===== src/rtl/gg_pkg.sv =====
package gg_pkg;
  // which command of a phase arrived last when a lock was taken
  typedef enum logic {LATER_UP = 1'b0, LATER_LO = 1'b1} later_e;
  localparam int unsigned SYNC_DEPTH = 2;
endpackage


===== src/rtl/gg_sync.sv =====
module gg_sync #(
  parameter int unsigned W     = 1,
  parameter int unsigned DEPTH = 2
) (
  input  logic         clk,
  input  logic         rst_n,
  input  logic [W-1:0] d,
  output logic [W-1:0] q
);
  logic [DEPTH-1:0][W-1:0] st;

  always_ff @(posedge clk or negedge rst_n) begin
    if (!rst_n) st <= '0;
    else        st <= {st[DEPTH-2:0], d};
  end

  assign q = st[DEPTH-1];
endmodule


===== src/rtl/gg_leg_lock.sv =====
module gg_leg_lock
  import gg_pkg::*;
(
  input  logic clk,
  input  logic rst_n,
  input  logic req_up,
  input  logic req_lo,
  output logic lock_nx
);
  logic   up_prev, lo_prev, lock_q;
  later_e who_q, who_d;
  logic   up_rise, lo_rise, clash, release_hit;

  always_comb begin
    up_rise     = req_up & ~up_prev;
    lo_rise     = req_lo & ~lo_prev;
    clash       = req_up & req_lo;
    release_hit = lock_q & ((who_q == LATER_LO) ? lo_rise : up_rise);
    lock_nx     = lock_q ? (~release_hit | clash) : clash;
    who_d       = who_q;
    if (clash && (!lock_q || release_hit))
      who_d = (lo_rise && !up_rise) ? LATER_LO : LATER_UP;
  end

  always_ff @(posedge clk or negedge rst_n) begin
    if (!rst_n) begin
      up_prev <= 1'b0;
      lo_prev <= 1'b0;
      lock_q  <= 1'b0;
      who_q   <= LATER_UP;
    end else begin
      up_prev <= req_up;
      lo_prev <= req_lo;
      lock_q  <= lock_nx;
      who_q   <= who_d;
    end
  end
endmodule


===== src/rtl/gg_sc_timer.sv =====
module gg_sc_timer #(
  parameter int unsigned DELAY = 8
) (
  input  logic clk,
  input  logic rst_n,
  input  logic sense,
  input  logic req,
  output logic flag_nx
);
  localparam int unsigned CW = ($clog2(DELAY) > 0) ? $clog2(DELAY) : 1;
  localparam logic [CW-1:0] LIM = CW'(DELAY - 1);

  logic [CW-1:0] cnt_q;
  logic          flag_q, hit;

  assign hit     = sense & (cnt_q == LIM);
  assign flag_nx = req & (hit | flag_q);

  always_ff @(posedge clk or negedge rst_n) begin
    if (!rst_n) begin
      cnt_q  <= '0;
      flag_q <= 1'b0;
    end else begin
      flag_q <= flag_nx;
      if (!sense)            cnt_q <= '0;
      else if (cnt_q != LIM) cnt_q <= cnt_q + 1'b1;
    end
  end
endmodule


===== src/rtl/gate_guard.sv =====
module gate_guard
  import gg_pkg::*;
#(
  parameter int unsigned N_PHASE  = 3,
  parameter int unsigned SC_DELAY = 8
) (
  input  logic               clk,
  input  logic               rst_n,
  input  logic [N_PHASE-1:0] up_cmd_n,
  input  logic [N_PHASE-1:0] lo_cmd_n,
  input  logic               brk_cmd_n,
  input  logic [N_PHASE-1:0] up_sense,
  input  logic [N_PHASE-1:0] lo_sense,
  output logic [N_PHASE-1:0] up_gate,
  output logic [N_PHASE-1:0] lo_gate,
  output logic               brk_gate,
  output logic               fault_n
);
  localparam int unsigned NSW = 2 * N_PHASE;
  localparam int unsigned NCH = NSW + 1;

  logic [NCH-1:0]     cmd_s, arm_q, req;
  logic [NSW-1:0]     sense_s, sc_nx;
  logic [N_PHASE-1:0] lock_nx;
  logic [N_PHASE-1:0] up_gate_d, lo_gate_d;
  logic               brk_gate_d, fault_n_d;

  gg_sync #(.W(NCH), .DEPTH(SYNC_DEPTH)) i_cmd_sync (
    .clk(clk), .rst_n(rst_n), .d({brk_cmd_n, lo_cmd_n, up_cmd_n}), .q(cmd_s));

  gg_sync #(.W(NSW), .DEPTH(SYNC_DEPTH)) i_sense_sync (
    .clk(clk), .rst_n(rst_n), .d({lo_sense, up_sense}), .q(sense_s));

  // a channel is armed once its synchronized command has been seen inactive
  assign req = arm_q & ~cmd_s;

  always_ff @(posedge clk or negedge rst_n) begin
    if (!rst_n) arm_q <= '0;
    else        arm_q <= arm_q | cmd_s;
  end

  for (genvar p = 0; p < N_PHASE; p++) begin : g_phase
    gg_leg_lock i_lock (
      .clk(clk), .rst_n(rst_n),
      .req_up(req[p]), .req_lo(req[N_PHASE+p]), .lock_nx(lock_nx[p]));
  end

  for (genvar k = 0; k < NSW; k++) begin : g_switch
    gg_sc_timer #(.DELAY(SC_DELAY)) i_sc (
      .clk(clk), .rst_n(rst_n),
      .sense(sense_s[k]), .req(req[k]), .flag_nx(sc_nx[k]));
  end

  always_comb begin
    up_gate_d  = req[N_PHASE-1:0]   & ~lock_nx & ~sc_nx[N_PHASE-1:0];
    lo_gate_d  = req[NSW-1:N_PHASE] & ~lock_nx & ~sc_nx[NSW-1:N_PHASE];
    brk_gate_d = req[NCH-1];
    fault_n_d  = ~(|{lock_nx, sc_nx});
  end

  always_ff @(posedge clk or negedge rst_n) begin
    if (!rst_n) begin
      up_gate  <= '0;
      lo_gate  <= '0;
      brk_gate <= 1'b0;
      fault_n  <= 1'b1;
    end else begin
      up_gate  <= up_gate_d;
      lo_gate  <= lo_gate_d;
      brk_gate <= brk_gate_d;
      fault_n  <= fault_n_d;
    end
  end
endmodule


===== config.mk =====
export PLATFORM = sky130hd
export DESIGN_NAME = gate_guard
export DESIGN_NICKNAME = d
export VERILOG_FILES = /design/src/rtl/gg_pkg.sv /design/src/rtl/gg_sync.sv /design/src/rtl/gg_leg_lock.sv /design/src/rtl/gg_sc_timer.sv /design/src/rtl/gate_guard.sv
export SDC_FILE = /design/constraint.sdc
export NUM_CORES = 1
export LEC_CHECK = 0
export ABC_CLOCK_PERIOD_IN_PS = 5200
export CAP_MARGIN = 20
export CELL_PAD_IN_SITES_DETAIL_PLACEMENT = 1
export CELL_PAD_IN_SITES_GLOBAL_PLACEMENT = 1
export CORE_ASPECT_RATIO = 1.1
export CORE_MARGIN = 8
export CORE_UTILIZATION = 40
export CTS_CLUSTER_SIZE = 24
export DETAILED_ROUTE_END_ITERATION = 8
export PLACE_DENSITY = 0.74
export SLEW_MARGIN = 30
export SYNTH_ARGS = -nofsm -noshare
export SYNTH_HDL_FRONTEND = slang
export SYNTH_SLANG_ARGS = --single-unit

===== constraint.sdc =====
create_clock -name clk -period 5.2 [get_ports clk]
set_input_delay 1.56 -clock clk [delete_from_list [all_inputs] [get_ports clk]]
set_output_delay 1.56 -clock clk [all_outputs]
set_load 0.03 [all_outputs]

==> flow_metrics.env, run 1 <==
export IMPL_clk_latency_ps=340
export IMPL_ys_types=24
export IMPL_worstMarginPinSlew_ps=676
export IMPL_num_io_pins=23
export IMPL_cts_sinks=77
export IMPL_gr_total_overflow=0
export IMPL_r2r_end="fault_n"
export IMPL_n_antenna_cell=0
export IMPL_arrival_ps=1510
export IMPL_io_buffers=22
export IMPL_cp_end_kind="output pin"
export IMPL_totalWireLength_um=4640
export IMPL_dp_slack_ps=2480
export IMPL_postCtsSetupRepairBufs=0
export IMPL_finalCoreUtilization_pct=48.0
export IMPL_layout_nets=257
export IMPL_r2r_cells=6
export IMPL_yosysWarnings=0
export IMPL_critPathSlowestCell="clkdlybuf4s50_1"
export IMPL_ys_flop_type="dfrtp_1"
export IMPL_core_mm2=0.00689
export IMPL_syn_num_nets=224
export IMPL_slowest_delay_ps=660
export IMPL_final_setup_tns_ps=0
export IMPL_crit_end="fault_n"
export IMPL_htreeDepth=3
export IMPL_globalRouteTotalUtil_pct=10.8
export IMPL_hold_path_class="reg -> reg"
export IMPL_grt_antenna_before_repair=0
export IMPL_syn_avg_cell_area_um2=14.2
export IMPL_cts_resized=0
export IMPL_relSlewSlack_pct=54.9
export IMPL_firstDrtPassIters=4
export IMPL_cts_tree="built"
export IMPL_grt_pass1_wl_um=8280
export IMPL_drv_cap=0
export IMPL_grt_max_degree=78
export IMPL_setup_ws_ps=2130
export IMPL_path_class="reg -> out"
export IMPL_cts_root_buf="clkbuf_8"
export IMPL_setup_viol=0
export IMPL_grt_pass1_vias=1787
export IMPL_wl_per_cell_um=14.6
export IMPL_rsz0062_at_grt="no"
export IMPL_total_power_mw=1.27
export IMPL_path_clk_slew_ps=70
export IMPL_min_period_ps=3070
export IMPL_outcome="finished, final reports clean"
export IMPL_die_area_mm2=0.00991
export IMPL_hold_slack_ps=348
export IMPL_gp_congestion=0.716
export IMPL_worstReg2RegStart="g_switch[1].i_sc.cnt_q[0]"
export IMPL_drt_initial_drc_count=46
export IMPL_drive_gt1_share_pct=14.2
export IMPL_p_leak_nw=1.47
export IMPL_syn_inst=197
export IMPL_start_util_pct=40.5
export IMPL_drc=0
export IMPL_dieWidth_um=95.6
export IMPL_place_hpwl_um=3150
export IMPL_max_freq_mhz=326
export IMPL_row_count=32
export IMPL_syn_area_mm2=0.00279
export IMPL_hold_viol=0
export IMPL_synth_edf_count=0
export IMPL_area_delta_synth_final_pct=18.4
export IMPL_path_max_fanout=1
export IMPL_cp_start_kind="flip-flop"
export IMPL_ys_ff_latch=77
export IMPL_ctsHoldBuffers=0
export IMPL_viasPerCell=4.91
export IMPL_synthArstFlopShare_pct=100
export IMPL_ys_seq_area_share_pct=69.1
export IMPL_cts_made_buffers=9
export IMPL_cp_num_cells=1
export IMPL_vdd_drop_max_mv=0.169
export IMPL_crit_buf_inv=1
export IMPL_p_per_area_mw_per_mm2=385
export IMPL_critical_path_top_delay_family="buffers and inverters"
export IMPL_fin_crit_sh_pct=59.0
export IMPL_dr_total_vias=1557
export IMPL_fin_skew_ps=8.95
export IMPL_die_y_um=104
export IMPL_worstPathCellList="clkdlybuf4s50_1"
export IMPL_startpoint="fault_n"
export IMPL_postRouteAntennaNets=0
export IMPL_required_ps=3640
export IMPL_cts_buffer_depth=2
export IMPL_drv_slew=0
export IMPL_fillers=723
export IMPL_rrSetupSlack_ps=3220
cells by family (layout without fill, tap and decap cells):
kind of cell | Yosys count | after routing | share of synthesized area, %
XOR/XNOR | 6 | 6 | 1.88
flip-flops | 77 | 77 | 69.1
buffers and inverters | 6 | 41 | 0.807
AND/OR/NAND/NOR | 67 | 67 | 14.2
multiplexers | 15 | 15 | 5.38
AO/OA/AOI/OAI | 14 | 14 | 3.27
adder cells (fa/ha/maj) | 12 | 12 | 5.38
flip-flops by register name (all words and copies together) (netlist names), 6 cells and up:
register              count
arm_q                     7
g_switch.i_sc.cnt_q      18
g_switch.i_sc.flag_q      6
i_cmd_sync.q              7
i_cmd_sync.st             7
i_sense_sync.q            6
i_sense_sync.st           6
Yosys cell counts (all sizes together) (3+ instances only):
cell type / count / area, um2
a21oi: 9 / 60.1
a31oi: 3 / 18.8
and2: 6 / 37.5
dfrtp: 76 / 1900
ha: 12 / 150
inv: 6 / 22.5
mux2i: 15 / 150
nand2: 6 / 22.5
nand2b: 6 / 50.1
nor2: 15 / 61.3
nor2b: 13 / 81.3
nor3: 6 / 30.0
nor4: 4 / 31.3
nor4b: 3 / 26.3
or2: 7 / 43.8
xnor2: 6 / 52.6
area by class of cell:
class / count / area [um2] / share of cell area, %
flip-flops and latches: 77 / 1930 / 58.3
multi-input cells: 114 / 840 / 25.4
repair buffers: 22 / 221 / 6.70
clock buffers: 11 / 151 / 4.58
well taps: 85 / 106 / 3.22
clock inverters: 2 / 35.0 / 1.06
inverters: 6 / 22.5 / 0.682
layer usage:
metal	global-route usage, %	part of all wire [%]
met1	12.4	43
met2	16.8	50
met3	4.19	4.3
met4	5.83	2.6
met5	0	0
power by group:
part	leakage [nW]	switching [mW]	internal, mW	total (mW)
Sequential	0.924	0.0329	0.653	0.686
Combinational	0.444	0.0858	0.0679	0.154
Clock	0.0971	0.194	0.239	0.433
Total	1.47	0.312	0.961	1.27
worst min-delay path by stage:
stage / start / end / slack, ps / cells past startpoint
final: i_cmd_sync.st[2] / i_cmd_sync.q[2] / 350 / 0
after global routing: i_cmd_sync.st[3] / i_cmd_sync.q[3] / 360 / 0
after global placement: i_cmd_sync.st[1] / i_cmd_sync.q[1] / 330 / 0
after detailed placement: i_cmd_sync.st[2] / i_cmd_sync.q[2] / 340 / 0
after CTS: i_cmd_sync.st[2] / i_cmd_sync.q[2] / 350 / 0
after floorplan: i_cmd_sync.st[0] / i_cmd_sync.q[0] / 330 / 0
stage by stage:
stage / instances / area, um2
2_1_floorplan: 197 / 2790
3_3_place_gp: 304 / 3110
3_5_place_dp: 304 / 3110
4_1_cts: 317 / 3300
5_1_grt: 317 / 3300
6_report: 317 / 3300
placed cells by master (no fill, tap or decap):
cell and instances:
nor2_2 2, nor4_2 1, nor4b_1 3, or2_2 7
nor2_1 13, a31oi_1 3, clkdlybuf4s50_1 21, nand2b_1 3
inv_1 6, xnor2_1 6, nand2_1 6, and2_1 6
nor3_1 6, a21oi_1 5, or4_4 1, nor4_1 3
buf_6 1, nor2b_1 13, nand2b_4 1, dfstp_2 1
a21oi_2 4, o22ai_1 2, dfrtp_1 76, bufinv_16 1
ha_1 12, clkbuf_8 11, nand2b_2 2, mux2i_1 15
clkinv_2 1
No activity file was read; power rests on OpenSTA's default activity.
==> run 2: changes to the inputs <==
- ABC_CLOCK_PERIOD_IN_PS: 5200 -> 2990
- clock period: 5.2 -> 2.99 ns (I/O delays scaled with it)
==> flow_metrics.env, run 2 (synthesized netlist as in run 1, its figures left out) <==
export IMPL_outcome="finished, final reports clean"
export IMPL_worstReg2RegStart="g_switch[0].i_sc.cnt_q[0]"
export IMPL_grt_antenna_before_repair=0
export IMPL_die_area_mm2=0.00991
export IMPL_totalWireLength_um=4510
export IMPL_fin_crit_sh_pct=81.0
export IMPL_drt_initial_drc_count=51
export IMPL_cts_resized=0
export IMPL_dr_total_vias=1547
export IMPL_cts_sinks=77
export IMPL_min_period_ps=2420
export IMPL_largest_register="g_switch.i_sc.cnt_q"
export IMPL_critPathSlowestCell="clkdlybuf4s50_1"
export IMPL_cp_start_kind="flip-flop"
export IMPL_globalRouteTotalUtil_pct=10.6
export IMPL_place_hpwl_um=3070
export IMPL_path_clk_slew_ps=80
export IMPL_drv_slew=0
export IMPL_htreeDepth=3
export IMPL_grt_max_degree=78
export IMPL_min_from="i_cmd_sync.st[5]"
export IMPL_path_max_fanout=1
export IMPL_worstPathCellList="clkdlybuf4s50_1"
export IMPL_layout_nets=258
export IMPL_dieWidth_um=95.6
export IMPL_total_power_mw=2.46
export IMPL_drive_gt1_share_pct=15.7
export IMPL_die_y_um=104
export IMPL_hold_path_class="reg -> reg"
export IMPL_viasPerCell=4.82
export IMPL_firstDrtPassIters=4
export IMPL_n_antenna_cell=0
export IMPL_ctsHoldBuffers=0
export IMPL_path_class="reg -> out"
export IMPL_critical_path_top_delay_family="buffers and inverters"
export IMPL_max_freq_mhz=413
export IMPL_core_mm2=0.00689
export IMPL_startpoint="fault_n"
export IMPL_drv_cap=0
export IMPL_final_setup_tns_ps=0
export IMPL_p_leak_nw=1.51
export IMPL_crit_buf_inv=1
export IMPL_cts_made_buffers=9
export IMPL_grt_pass1_wl_um=8010
export IMPL_clk_latency_ps=340
export IMPL_postRouteAntennaNets=0
export IMPL_gp_congestion=0.756
export IMPL_cts_root_buf="clkbuf_8"
export IMPL_required_ps=2090
export IMPL_relSlewSlack_pct=63.0
export IMPL_area_delta_synth_final_pct=21.7
export IMPL_largest_reg_flops=18
export IMPL_io_buffers=22
export IMPL_final_common_cell="dfrtp_1"
export IMPL_rsz0062_at_grt="no"
export IMPL_hold_viol=0
export IMPL_drc=0
export IMPL_postCtsSetupRepairBufs=0
export IMPL_setup_viol=0
export IMPL_wl_per_cell_um=14.0
export IMPL_worstMarginPinSlew_ps=551
export IMPL_cts_tree="built"
export IMPL_cp_end_kind="output pin"
export IMPL_finalCoreUtilization_pct=49.3
export IMPL_start_util_pct=40.5
export IMPL_p_per_area_mw_per_mm2=725
export IMPL_num_io_pins=23
export IMPL_vdd_drop_max_mv=0.350
export IMPL_gr_total_overflow=0
export IMPL_slowest_delay_ps=660
export IMPL_grt_pass1_vias=1747
export IMPL_arrival_ps=1520
export IMPL_cts_buffer_depth=2
export IMPL_row_count=32
export IMPL_mostFrequentLayoutCells="dfrtp_1, clkdlybuf4s50_1, mux2i_1"
export IMPL_fin_skew_ps=6.38
==> run 2: cell count changes in the layout (fill, tap and decap cells not counted), sizes merged <==
cell      change
bufinv        +3
clkbuf        -2
buf           +1
clkinv        +1
clkinvlp      +1
==> run 2: worst paths after layout <==
| path | end | slack (ps) | depth (start not counted) |
|---|---|---|---|
| max | fault_n | 570 | 1 |
| min | i_cmd_sync.q[5] | 350 | 0 |
| max reg2reg | fault_n | 990 | 6 |
| min reg2reg | i_cmd_sync.q[5] | 350 | 0 |
| max in group asynchronous | fault_n | 2090 | 2 |
| min in group asynchronous | i_sense_sync.st[4] | 550 | 2 |
==> run 2: per-layer routing <==
metal  global-route usage, %  part of all wire, %  vias up
met1                    13.2                   46      781
li1                        -                    -      732
met2                    15.0                   47       24
met5                       0                    0        -
met3                    2.96                  3.7       10
met4                    7.92                  3.4        0
==> run 2: area by class of cell <==
| class | count | area, um2 |
|---|---|---|
| Fill cell | 703 | 3490 |
| Clock inverter | 7 | 138 |
| Multi-Input combinational cell | 114 | 840 |
| Sequential cell | 77 | 1930 |
| Tap cell | 85 | 106 |
| Timing Repair Buffer | 23 | 238 |
| Clock buffer | 9 | 124 |
| Inverter | 6 | 22.5 |
==> run 2: through the flow <==
stage | worst slack [ps] | cell area (um2) | hold WS, ps | instances
6_report | 569 | 3400 | 352 | 321
5_1_grt | 515 | 3400 | 357 | 321
4_1_cts | 541 | 3400 | 355 | 321
3_5_place_dp | 933 | 3130 | 336 | 305
3_3_place_gp | 940 | 3130 | 333 | 305
2_1_floorplan | 1200 | 2790 | 331 | 197
==> run 2: power by group <==
part	switching [mW]	internal, mW	leakage (nW)
clock network	0.370	0.635	0.129
registers	0.0551	1.14	0.924
logic	0.146	0.120	0.452
==> run 3: changes to the inputs <==
- ABC_CLOCK_PERIOD_IN_PS: 2990 -> 2300
- clock period: 2.99 -> 2.3 ns (I/O delays scaled with it)
==> flow_metrics.env, run 3 (synthesized netlist as in run 1, its figures left out) <==
export IMPL_outcome="finished, final reports clean"
export IMPL_p_leak_nw=1.49
export IMPL_dieWidth_um=95.6
export IMPL_vdd_drop_max_mv=0.369
export IMPL_grt_pass1_wl_um=8000
export IMPL_grt_util_met1_pct=12.4
export IMPL_drc=0
export IMPL_cp_start_kind="flip-flop"
export IMPL_largest_register="g_switch.i_sc.cnt_q"
export IMPL_fin_skew_ps=6.81
export IMPL_hold_path_class="in -> async"
export IMPL_num_io_pins=23
export IMPL_cts_root_buf="clkbuf_8"
export IMPL_layout_nets=259
export IMPL_drv_cap=0
export IMPL_mostFrequentLayoutCells="dfrtp_1, clkdlybuf4s50_1, mux2i_1"
export IMPL_io_buffers=22
export IMPL_fillers=706
export IMPL_dpl_cell_area_mm2=0.00314
export IMPL_n_antenna_cell=0
export IMPL_setup_viol=0
export IMPL_r2r_end="fault_n"
export IMPL_final_common_cell="dfrtp_1"
export IMPL_relSlewSlack_pct=59.7
export IMPL_required_ps=1610
export IMPL_crit_buf_inv=1
export IMPL_grtUsageMet3_pct=3.10
export IMPL_path_class="reg -> out"
export IMPL_path_max_fanout=1
export IMPL_min_period_ps=2220
export IMPL_postCtsSetupRepairBufs=0
export IMPL_grt_max_degree=51
export IMPL_cts_sinks=77
export IMPL_cp_end_kind="output pin"
export IMPL_drv_slew=0
export IMPL_drive_gt1_share_pct=15.6
export IMPL_wl_per_cell_um=14.4
export IMPL_path_clk_slew_ps=80
export IMPL_drt_initial_drc_count=72
export IMPL_met2_usage_pct=16.4
export IMPL_grt_antenna_before_repair=0
export IMPL_r2r_cells=6
export IMPL_rsz0062_at_grt="no"
export IMPL_gp_congestion=0.757
export IMPL_cts_tree="built"
export IMPL_largest_reg_flops=18
export IMPL_final_area_mm2=0.00335
export IMPL_critical_path_top_delay_family="buffers and inverters"
export IMPL_critPathSlowestCell="clkdlybuf4s50_1"
export IMPL_die_y_um=104
export IMPL_arrival_ps=1530
export IMPL_htreeDepth=3
export IMPL_worstReg2RegStart="g_switch[5].i_sc.cnt_q[0]"
export IMPL_fin_crit_sh_pct=96.5
export IMPL_worstMarginPinSlew_ps=600
export IMPL_clk_latency_ps=340
export IMPL_ctsHoldBuffers=0
export IMPL_cts_resized=0
export IMPL_worstPathCellList="clkdlybuf4s50_1"
export IMPL_globalRouteTotalUtil_pct=10.6
export IMPL_slowest_delay_ps=660
export IMPL_gr_total_overflow=0
export IMPL_row_count=32
export IMPL_p_per_area_mw_per_mm2=879
export IMPL_postRouteAntennaNets=0
export IMPL_cts_buffer_depth=2
export IMPL_cp_num_cells=1
export IMPL_die_area_mm2=0.00991
export IMPL_rrSetupSlack_ps=380
export IMPL_hold_viol=0
export IMPL_startpoint="fault_n"
export IMPL_grt_pass1_vias=1710
export IMPL_totalWireLength_um=4640
export IMPL_viasPerCell=4.85
export IMPL_place_hpwl_um=3110
export IMPL_max_freq_mhz=451
export IMPL_core_mm2=0.00689
export IMPL_area_delta_synth_final_pct=20.2
export IMPL_dr_total_vias=1561
export IMPL_final_setup_tns_ps=0
export IMPL_firstDrtPassIters=2
export IMPL_start_util_pct=40.5
export IMPL_cts_made_buffers=9
export IMPL_grt_busiest_layer="met2"
==> run 3: cell count changes in the layout (fill, tap and decap cells not counted), sizes merged <==
cell	delta
buf	+1
bufinv	-3
clkbuf	+4
clkinv	-1
==> run 3: worst max path at each step <==
stage                          to  slack [ps]
after floorplan           fault_n         510
after global placement    fault_n         430
after detailed placement  fault_n         380
after CTS                 fault_n          50
after global routing      fault_n          40
final                     fault_n          80
==> run 3: power breakdown <==
| part | total, mW | internal [mW] | switching, mW |
|---|---|---|---|
| Sequential | 1.55 | 1.48 | 0.0733 |
| Clock | 1.05 | 0.589 | 0.461 |
| Combinational | 0.348 | 0.156 | 0.192 |
| Total | 2.95 | 2.22 | 0.726 |
==> run 3: cell type report <==
type / count / area, um2 / area share (%)
clock buffer: 13 / 169 / 5.04
clock inverter: 3 / 42.5 / 1.27
inverter: 6 / 22.5 / 0.672
multi-input combinational: 114 / 840 / 25.0
sequential: 77 / 1930 / 57.5
tap: 85 / 106 / 3.17
timing repair buffer: 24 / 245 / 7.31
==> run 3: per-layer routing <==
layer  routed length [um]  part of all wire (%)
met1                 2010                    43
met2                 2340                    51
met3                  169                   3.6
met4                  118                   2.5
met5                    0                     0
==> run 3: through the flow <==
step                hold WS, ps  std cells  setup slack, ps  power, mW  util [%]
finish                      262        322             81.6       2.95      48.7
CTS                         254        322             49.4       3.00      48.7
global placement            333        306              429       1.91      45.6
floorplan                   331        197              513       1.76         -
global route                260        322             40.8       3.10      48.7
detailed placement          336        306              379       1.93      45.6
